**config.mk**
```make
export PLATFORM = sky130hd
export DESIGN_NAME = simd_pred_writeback
export DESIGN_NICKNAME = d
export VERILOG_FILES = /design/src/rtl/lane_pred_pkg.sv /design/src/rtl/pred_mask_file.sv /design/src/rtl/pred_lane_expand.sv /design/src/rtl/pred_merge_stage.sv /design/src/rtl/simd_pred_writeback.sv
export SDC_FILE = /design/constraint.sdc
export NUM_CORES = 2
export LEC_CHECK = 0
export BUFFER_PORTS_ARGS = -buffer_cell sky130_fd_sc_hd__buf_2
export CORE_AREA = 2 2 763 765
export CTS_BUF_LIST = sky130_fd_sc_hd__clkbuf_16
export CTS_CLUSTER_SIZE = 25
export DETAILED_ROUTE_END_ITERATION = 7
export DIE_AREA = 0 0 765 767
export PLACE_DENSITY_LB_ADDON = 0.2
export SYNTH_ARGS = -nofsm -noshare
export SYNTH_HDL_FRONTEND = slang
export SYNTH_SLANG_ARGS = --single-unit
```
**constraint.sdc**
```tcl
create_clock -name clk -period 3.2 [get_ports clk]
set_input_delay 0.64 -clock clk [delete_from_list [all_inputs] [get_ports clk]]
set_output_delay 0.64 -clock clk [all_outputs]
set_load 0.01 [all_outputs]
```
**src/rtl/lane_pred_pkg.sv**
```systemverilog
package lane_pred_pkg;
   typedef enum logic [1:0] {
      ELEM_8  = 2'd0,
      ELEM_16 = 2'd1,
      ELEM_32 = 2'd2,
      ELEM_64 = 2'd3
   } elem_sz_e;

   typedef enum logic [1:0] {
      VL_128  = 2'd0,
      VL_256  = 2'd1,
      VL_512  = 2'd2,
      VL_RSVD = 2'd3
   } vec_len_e;

   // bytes in the narrowest vector length
   localparam int unsigned BASE_BYTES = 16;
endpackage

```
**src/rtl/pred_mask_file.sv**
```systemverilog
module pred_mask_file #(
   parameter int unsigned NUM_REGS = 8,
   parameter int unsigned REG_W    = 64,
   localparam int unsigned IDX_W   = $clog2(NUM_REGS)
) (
   input  logic             clk,
   input  logic             rst_n,
   input  logic             wr_en,
   input  logic [IDX_W-1:0] wr_idx,
   input  logic [REG_W-1:0] wr_data,
   input  logic [IDX_W-1:0] rd_idx,
   output logic [REG_W-1:0] rd_data
);
   logic [REG_W-1:0] regs [NUM_REGS];

   if (NUM_REGS < 2 || (1 << IDX_W) != NUM_REGS) begin : g_bad_depth
      $error("pred_mask_file: NUM_REGS must be a power of two of at least 2");
   end

   for (genvar r = 0; r < NUM_REGS; r++) begin : g_reg
      always_ff @(posedge clk or negedge rst_n) begin
         if (!rst_n)
            regs[r] <= '0;
         else if (wr_en && wr_idx == IDX_W'(r))
            regs[r] <= wr_data;
      end
   end

   // read is combinational: a load in this cycle becomes visible next cycle
   assign rd_data = regs[rd_idx];

   assert_load_visible_R1: assert property (@(posedge clk) disable iff (!rst_n)
      wr_en ##1 (rd_idx == $past(wr_idx)) |-> rd_data == $past(wr_data));
endmodule

```
**src/rtl/pred_lane_expand.sv**
```systemverilog
module pred_lane_expand
   import lane_pred_pkg::*;
#(
   parameter int unsigned VEC_W = 512,
   localparam int unsigned NB   = VEC_W / 8,
   localparam int unsigned BI_W = $clog2(NB),
   localparam int unsigned CNT_W = BI_W + 1
) (
   input  logic [NB-1:0] mask_word,
   input  logic          pred_off,
   input  elem_sz_e      elem_sz,
   input  vec_len_e      vec_len,
   output logic [NB-1:0] byte_take,
   output logic [NB-1:0] byte_live,
   output logic [NB-1:0] lane_act
);
   logic [CNT_W-1:0] live_bytes;
   logic [CNT_W-1:0] lane_cnt;

   assign live_bytes = CNT_W'(BASE_BYTES) << vec_len;
   assign lane_cnt   = live_bytes >> elem_sz;

   for (genvar b = 0; b < NB; b++) begin : g_byte
      logic [BI_W-1:0] lane_of;
      assign lane_of      = BI_W'(b) >> elem_sz;
      assign byte_live[b] = CNT_W'(b) < live_bytes;
      assign byte_take[b] = byte_live[b] && (pred_off || mask_word[lane_of]);
   end

   for (genvar l = 0; l < NB; l++) begin : g_lane
      assign lane_act[l] = (CNT_W'(l) < lane_cnt) && (pred_off || mask_word[l]);
   end
endmodule

```
**src/rtl/pred_merge_stage.sv**
```systemverilog
module pred_merge_stage #(
   parameter int unsigned VEC_W = 512,
   parameter int unsigned FLG_W = 5,
   localparam int unsigned NB   = VEC_W / 8
) (
   input  logic                clk,
   input  logic                rst_n,
   input  logic                in_vld,
   input  logic [VEC_W-1:0]    result,
   input  logic [VEC_W-1:0]    old_val,
   input  logic [NB*FLG_W-1:0] lane_flags,
   input  logic [NB-1:0]       byte_take,
   input  logic [NB-1:0]       byte_live,
   input  logic [NB-1:0]       lane_act,
   input  logic                zero_fill,
   output logic                out_vld,
   output logic [VEC_W-1:0]    out_data,
   output logic [FLG_W-1:0]    out_flags
);
   logic [VEC_W-1:0] data_nxt;
   logic [FLG_W-1:0] flg_nxt;

   for (genvar b = 0; b < NB; b++) begin : g_sel
      always_comb begin
         if (byte_take[b])
            data_nxt[b*8 +: 8] = result[b*8 +: 8];
         else if (byte_live[b] && !zero_fill)
            data_nxt[b*8 +: 8] = old_val[b*8 +: 8];
         else
            data_nxt[b*8 +: 8] = 8'h00;
      end
   end

   always_comb begin
      flg_nxt = '0;
      for (int l = 0; l < NB; l++)
         if (lane_act[l])
            flg_nxt = flg_nxt | lane_flags[l*FLG_W +: FLG_W];
   end

   always_ff @(posedge clk or negedge rst_n) begin
      if (!rst_n) begin
         out_vld   <= 1'b0;
         out_data  <= '0;
         out_flags <= '0;
      end else begin
         out_vld <= in_vld;
         if (in_vld) begin
            out_data  <= data_nxt;
            out_flags <= flg_nxt;
         end
      end
   end

   assert_flag_gate_R10: assert property (@(posedge clk) disable iff (!rst_n)
      (in_vld && lane_act == '0) |=> out_flags == '0);

   assert_dead_top_byte_R9: assert property (@(posedge clk) disable iff (!rst_n)
      (in_vld && !byte_live[NB-1]) |=> out_data[VEC_W-1 -: 8] == 8'h00);

   assert_one_cycle_R11: assert property (@(posedge clk) disable iff (!rst_n)
      in_vld |=> out_vld);

   assert_idle_R11: assert property (@(posedge clk) disable iff (!rst_n)
      !in_vld |=> !out_vld);
endmodule

```
**src/rtl/simd_pred_writeback.sv**
```systemverilog
module simd_pred_writeback
   import lane_pred_pkg::*;
#(
   parameter int unsigned VEC_W    = 512,
   parameter int unsigned NUM_PRED = 8,
   parameter int unsigned FLG_W    = 5,
   localparam int unsigned NB      = VEC_W / 8,
   localparam int unsigned PI_W    = $clog2(NUM_PRED)
) (
   input  logic                clk,
   input  logic                rst_n,
   input  logic                mwr_en,
   input  logic [PI_W-1:0]     mwr_idx,
   input  logic [NB-1:0]       mwr_data,
   input  logic                op_vld,
   input  logic [VEC_W-1:0]    op_result,
   input  logic [VEC_W-1:0]    op_old,
   input  logic [NB*FLG_W-1:0] op_flags,
   input  logic [PI_W-1:0]     pred_idx,
   input  logic [1:0]          elem_sz,
   input  logic [1:0]          vec_len,
   input  logic                zero_fill,
   output logic                wb_vld,
   output logic [VEC_W-1:0]    wb_data,
   output logic [FLG_W-1:0]    wb_flags
);
   if (VEC_W != 512) begin : g_bad_width
      $error("simd_pred_writeback: length codes 0..2 require VEC_W = 512");
   end
   if (FLG_W < 1) begin : g_bad_flags
      $error("simd_pred_writeback: FLG_W must be at least 1");
   end

   logic [NB-1:0] sel_mask;
   logic [NB-1:0] byte_take;
   logic [NB-1:0] byte_live;
   logic [NB-1:0] lane_act;
   logic          pred_off;

   assign pred_off = (pred_idx == '0);

   pred_mask_file #(.NUM_REGS(NUM_PRED), .REG_W(NB)) u_masks (
      .clk     (clk),
      .rst_n   (rst_n),
      .wr_en   (mwr_en),
      .wr_idx  (mwr_idx),
      .wr_data (mwr_data),
      .rd_idx  (pred_idx),
      .rd_data (sel_mask)
   );

   pred_lane_expand #(.VEC_W(VEC_W)) u_expand (
      .mask_word (sel_mask),
      .pred_off  (pred_off),
      .elem_sz   (elem_sz_e'(elem_sz)),
      .vec_len   (vec_len_e'(vec_len)),
      .byte_take (byte_take),
      .byte_live (byte_live),
      .lane_act  (lane_act)
   );

   pred_merge_stage #(.VEC_W(VEC_W), .FLG_W(FLG_W)) u_merge (
      .clk        (clk),
      .rst_n      (rst_n),
      .in_vld     (op_vld),
      .result     (op_result),
      .old_val    (op_old),
      .lane_flags (op_flags),
      .byte_take  (byte_take),
      .byte_live  (byte_live),
      .lane_act   (lane_act),
      .zero_fill  (zero_fill),
      .out_vld    (wb_vld),
      .out_data   (wb_data),
      .out_flags  (wb_flags)
   );

   assert_legal_len_R4: assert property (@(posedge clk) disable iff (!rst_n)
      op_vld |-> vec_len != 2'd3);

   assert_no_pred_R2: assert property (@(posedge clk) disable iff (!rst_n)
      (op_vld && pred_idx == '0 && vec_len == 2'd2) |=> wb_data == $past(op_result));

   assert_all_set_R5: assert property (@(posedge clk) disable iff (!rst_n)
      (op_vld && vec_len == 2'd2 && elem_sz == 2'd0 && &sel_mask)
      |=> wb_data == $past(op_result));

   assert_merge_keep_R6: assert property (@(posedge clk) disable iff (!rst_n)
      (op_vld && pred_idx != '0 && vec_len == 2'd2 && !zero_fill && sel_mask == '0)
      |=> wb_data == $past(op_old));

   assert_zero_clear_R7: assert property (@(posedge clk) disable iff (!rst_n)
      (op_vld && pred_idx != '0 && zero_fill && sel_mask == '0) |=> wb_data == '0);
endmodule

```
After elaboration in Yosys (flattened, before gate mapping) --
Cells that the tools add are included.
Storage, ports and cells: register bits after elaboration 1030, input bits 1423, output and inout port bits 518, word-level logic and storage cells 995
Operators by class: magnitude comparators 193, eq/ne operators 7, shift-type cells 66, muxes and demuxes 323, bitwise logic cells 64, reductions and logical operators 331
Operators by type and width (count):
- $mux 8 | 128
- $lt 6x7->1 const A | 64
- $lt 6x7->1 const B | 64
- $bmux 1 s6 | 64
- $mux 5 | 64
- $or 5x5->5 | 63
- $lt 5x7->1 const A | 32
- $logic_and 1x1->1 | 200
- $bmux 64 s3 | 1
- $shr 6x2->6 const A | 32
- $logic_or 1x1->1 | 128
- $mux 64 | 2
- $lt 4x7->1 const A | 16
- $shr 5x2->6 const A | 16
- $mux 1 | 64
- $lt 3x7->1 const A | 8
- $shr 4x2->6 const A | 8
- $lt 1x7->1 const A | 4
- $lt 2x7->1 const A | 4
- $shr 3x2->6 const A | 4
- $eq 3x3->1 const B | 4
- $shr 1x2->6 const A | 2
- $shr 2x2->6 const A | 2
- $shl 5x2->7 const A | 1
- other kinds (7) | 9

Depth between registers and ports, before layout --
depth in word-level cells 133, depth in mapped cells 19, depth with buffers taken out 11

Hierarchy --
Synthesis repeated with hierarchy kept, for this count alone.
Unflattened totals: cell total of the unflattened synthesis 5146, area total of the unflattened synthesis 61044.8 sq um
By module, submodules not included:
- pred_merge_stage | times used 1, cells each 2519, area each 24888.9 sq um, seq. area each 12962.4 sq um
- pred_mask_file | times used 1, cells each 1314, area each 22779.3 sq um, seq. area each 12812.3 sq um
- pred_lane_expand | times used 1, cells each 1312, area each 13366.6 sq um, seq. area each 0.0 sq um
- simd_pred_writeback | times used 1, cells each 1, area each 10.0 sq um, seq. area each 0.0 sq um

Worst setup path before layout --
No wires, ideal clock.
path kind input-to-reg, start point input elem_sz[1], end point register u_merge.out_data[100], setup time 0.078 ns, data arrival time 4.924 ns, data required time 3.122 ns, setup slack -1.802 ns, stages 17, path buffers 9, cell sequence buf_2 > inv_2 > buf_2 > buf_2 > buf_1 > buf_2 > ha_1 > clkbuf_1 > clkbuf_1 > buf_1 > clkbuf_1 > mux4_2 > nand2_1 > o21ai_0 > nor3_1 > a22oi_1 > a21oi_1
Between the ends: longest elaborated chain between the ends 6
RTL lines:
- start: declaration | line simd_pred_writeback.sv:20 | input logic [1:0] elem_sz,
- $shr 4x2->6 | line pred_lane_expand.sv:25 | assign lane_of = BI_W'(b) >> elem_sz;
- $bmux 1 s6 | line pred_lane_expand.sv:27 | assign byte_take[b] = byte_live[b] && (pred_off || mask_word[lane_of]);
- $mux 1 (not written as such) | line pred_lane_expand.sv:27
- $logic_or 1x1->1 | line pred_lane_expand.sv:27
- $logic_and 1x1->1 | line pred_lane_expand.sv:27
- $mux 8 | line pred_merge_stage.sv:25 | if (byte_take[b])
- end signal: assignment | line pred_merge_stage.sv:49 | out_data <= data_nxt;
- end: declaration | line pred_merge_stage.sv:17 | output logic [VEC_W-1:0] out_data,
Every way passes these cells. The select of a mux whose other input is x is not followed. A chain may end at the register's enable or synchronous reset.

Worst setup path after layout --
start point input pred_idx[0], end point register u_merge.out_data[305]
Between the ends: longest elaborated chain between the ends 9, elaborated cells on any way between the ends 10, those cells by class mux (6); bitwise (1); reduce/logical (3)
RTL lines:
- start: declaration | line simd_pred_writeback.sv:19 | input logic [PI_W-1:0] pred_idx,
- $not 3->4 (not written as such) | line pred_mask_file.sv:30 | assign rd_data = regs[rd_idx];
- $bmux 64 s3 | line pred_mask_file.sv:30
- $mux 64 (not written as such) (2 in series) | line pred_mask_file.sv:30
- $bmux 1 s6 | line pred_lane_expand.sv:27
- $mux 1 (not written as such) | line pred_lane_expand.sv:27
- $logic_or 1x1->1 * | line pred_lane_expand.sv:27
- $logic_and 1x1->1 * | line pred_lane_expand.sv:27
- $mux 8 * | line pred_merge_stage.sv:25
Mark *: on every way between the ends. The rest lies on a longest branch, timed or not. The select of a mux whose other input is x is not followed.

==> results.toml <==
[outcome]
violations = "design-rule violations, negative setup slack"
outcome = "complete, but fails checks"

[global_route]
antenna_found_initial = 441
grt_overflow = 0
grt.total_usage_pct = 23.29
grt_max_degree = 105
grt_pass1_vias = 66660
grt_pass1_wl_um = 864100

[cts]
tritoncts = "done"
cts_buffers = 155
clk_pin_slew_worst_paths_ns = 0.06
clockRootBuffer = "clkbuf_16"
cts_sinks = 1030
clock_latency_ns = 0.91
cts.htree.levels = 4
clk_path_buf_depth = 4

[timing]
fin_crit_sh_pct = 119.6
tns_ns = -70.53
slew_violations = 0
skew_ns = 0.1025
fmax_mhz = 261.2
worst_slack_ns = -0.6281
hold_violations = 0
rsz0062_at_grt = "true"
relSlewSlack_pct = 20.04
worstMarginPinSlew_ns = 1.199
fin_hold_ws_ns = 0.06113
setup_viol = 366
min_period_ns = 3.828

[route]
wl_per_cell_um = 42.04
ant_nets = 0
vias = 67510
routed_wl_um = 712500
via_per_inst = 3.983
drcViolationCount = 1
drt_iter0_markers = 6339
drtPass1Iterations = 8

[run]
drv_cap = 0

[worst_setup_path]
cp_data_required_time_ns = 3.99
reg2reg_to = "u_merge.out_data[305]"
r2r_start = "u_masks.regs[396]"
cp_max_fo = 8
endpoint_kind = "flop"
r2r_slack_ns = -0.58
critPathArrivalTime_ns = 4.62
ff2ff_path_depth = 13
worstSetupPathType = "input pin to flop"
start_kind = "input pin"

[final_layout]
seqCellArea_um2 = 25770
n_fill_cell = 64460
final_cell_count_no_fill = 16950
multi_input_area_um2 = 33890
layout-drive-gt1-share_pct = 53.85
syn2layout_area_growth_pct = 78.88
layout.nets = 10290
final_util_pct = 18.30

[logic_synthesis]
synthTopCellsByCount = "1030 x dfrtp_1, 571 x mux2_2, 313 x nor2b_1"
syn_area_per_cell_um2 = 11.42
netlist_instances = 5185
yosysWarnings = 0
syn_area_um2 = 59240
yosysMostFrequentCell = "dfrtp_1"
ys_async_sr_fraction_pct = 100.0
synth_edf_count = 0
syn_nets = 6620
ys_ff_latch = 1030
synth_top_area_share_pct = 43.51
synth_cell_type_count = 101
synth-seq-area-share_pct = 43.51
synthFlopType = "dfrtp_1"
synth_area_leader_cell = "dfrtp_1"
synth.area.top_cells = "dfrtp_1 44%, mux2_2 11%, mux4_2 9.5%, a221o_1 4.9%, nor2b_1 3.3%"

[floorplan]
design.die.area_um2 = 586800
pin_count = 1941
dieWidth_um = 765
start_util_pct = 10.23
die_h_um = 767
rows = 280
core_region_area_um2 = 579100

[min_path]
min_from = "op_old[299]"
min_path_type = "input pin to flop"
hold_path_end = "u_merge.out_data[299]"
hold_depth = 2

[pwr]
power_mw = 60.91
swShare_pct = 40.30
cellInternalPower_mw = 36.36
clockPowerShare_pct = 28.4
cellLeakagePower_nw = 45.37
sequentialPowerShare_pct = 27.4
p_sw_mw = 24.55
power_density_nw_per_um2 = 574.8
irDropWorstVdd_mv = 0.3857
combPwrFrac_pct = 44.2

[placed_design]
dpl.cell_count = 15680
gp_congestion = 0.9945
place.port_buffers = 1940
hpwl_um = 611800
==> critical path: stages <==
cell and delay [ns]:
buf_16 0.13, buf_12 0.15, buf_4 0.13, nand2b_1 0.12
buf_6 0.15, buf_4 0.11, o22ai_1 0.08, buf_4 0.16
buf_4 0.15, o21ai_1 0.43, a311oi_1 0.17, a21o_1 0.24
a222oi_1 1.02, bufbuf_16 0.43, nor2_4 0.08, a221o_1 0.37
==> logic make-up (layout without fill, tap and decap cells) <==
family / count (synthesis) / count (layout) / synth area share (%)
buf+inv: 561 / 4342 / 4.292
compound gates: 1371 / 1371 / 17.59
simple gates: 1197 / 1197 / 10.03
other cells: 0 / 229 / 0
fa+ha+maj: 12 / 12 / 0.2535
mux: 1014 / 1014 / 24.32
flops: 1030 / 1030 / 43.51
==> flip-flops by register name, summed over array words and instances, names as in the netlist <==
| register | cells |
|---|---|
| u_merge.out_flags | 5 |
| u_masks.regs | 512 |
| u_merge.out_data | 512 |
| u_merge.out_vld | 1 |
==> layout by cell type (no fill, tap or decap), types with 26 or more instances in the layout <==
cell type      count
o221ai_2          28
clkbuf_16        161
a22oi_2           47
a21oi_1          216
buf_12           280
mux4_2           263
nor2b_1          305
buf_4            946
o21ai_1           34
a221o_1          289
mux2i_4           30
o22ai_1           37
o21ai_0           91
nor2_4            53
o211ai_1          38
clkinv_1          36
diode_2          229
mux2i_1          118
mux2_2           558
dlygate4sd3_1    651
nand3_1           92
a22oi_1          206
dfrtp_1         1030
buf_2           1934
buf_6             99
inv_1            146
nor2_1           239
nand4_1           26
o221ai_1          34
nand2_1          253
==> per-stage QoR <==
step	worst slack [ns]	area [um2]
after floorplan	-0.4008	60380
after global placement	-2.422	90060
after detailed placement	-2.020	90080
after CTS	-0.5352	104300
after global routing	-0.5788	105600
final	-0.6281	106000
==> final cells by class <==
class	count	share of cell area, %
Antenna cell	229	0.5408
Clock buffer	159	3.755
Clock inverter	111	0.8112
Inverter	128	0.4699
Multi-Input combinational cell	3594	31.98
Sequential cell	1030	24.32
Tap cell	7755	9.157
Timing Repair Buffer	3944	28.96
==> routing by layer <==
layer	part of all wire, %	track usage [%]
met5	0.11	0.02457
met4	5.2	8.952
met3	12	11.71
met2	40	33.42
met1	42	29.52
==> timing repair <==
action | 4_1_cts | 5_1_grt
cloned | 2 | 0
resized for setup | 438 | 241
pin swaps | 152 | 165
hold buffers | 651 | 0
endpoints found under the hold margin | 413 | 0
buffers inserted | 117 | 47
endpoints found under the setup margin | 485 | 446
==> how the worst max path moves through the flow <==
stage	from	end	slack, ns	cells after the start
after floorplan	elem_sz[1]	u_merge.out_data[176]	-0.40	16
after global placement	pred_idx[0]	u_merge.out_data[125]	-2.42	15
after detailed placement	pred_idx[1]	u_merge.out_data[307]	-2.02	17
after CTS	u_masks.regs[396]	u_merge.out_data[305]	-0.54	13
after global routing	u_masks.regs[148]	u_merge.out_data[305]	-0.58	12
final	pred_idx[0]	u_merge.out_data[305]	-0.63	16
==> power groups by stage <==
| stage | clock network, mW | logic (mW) | registers, mW |
|---|---|---|---|
| after floorplan | 0 | 8.24 | 16.7 |
| after global placement | 0 | 24.0 | 16.8 |
| after detailed placement | 0 | 23.9 | 16.8 |
| after CTS | 17.9 | 26.4 | 16.6 |
| after global routing | 18.3 | 27.9 | 16.9 |
| final | 17.3 | 26.9 | 16.7 |
(Power assumes the default switching activity.)
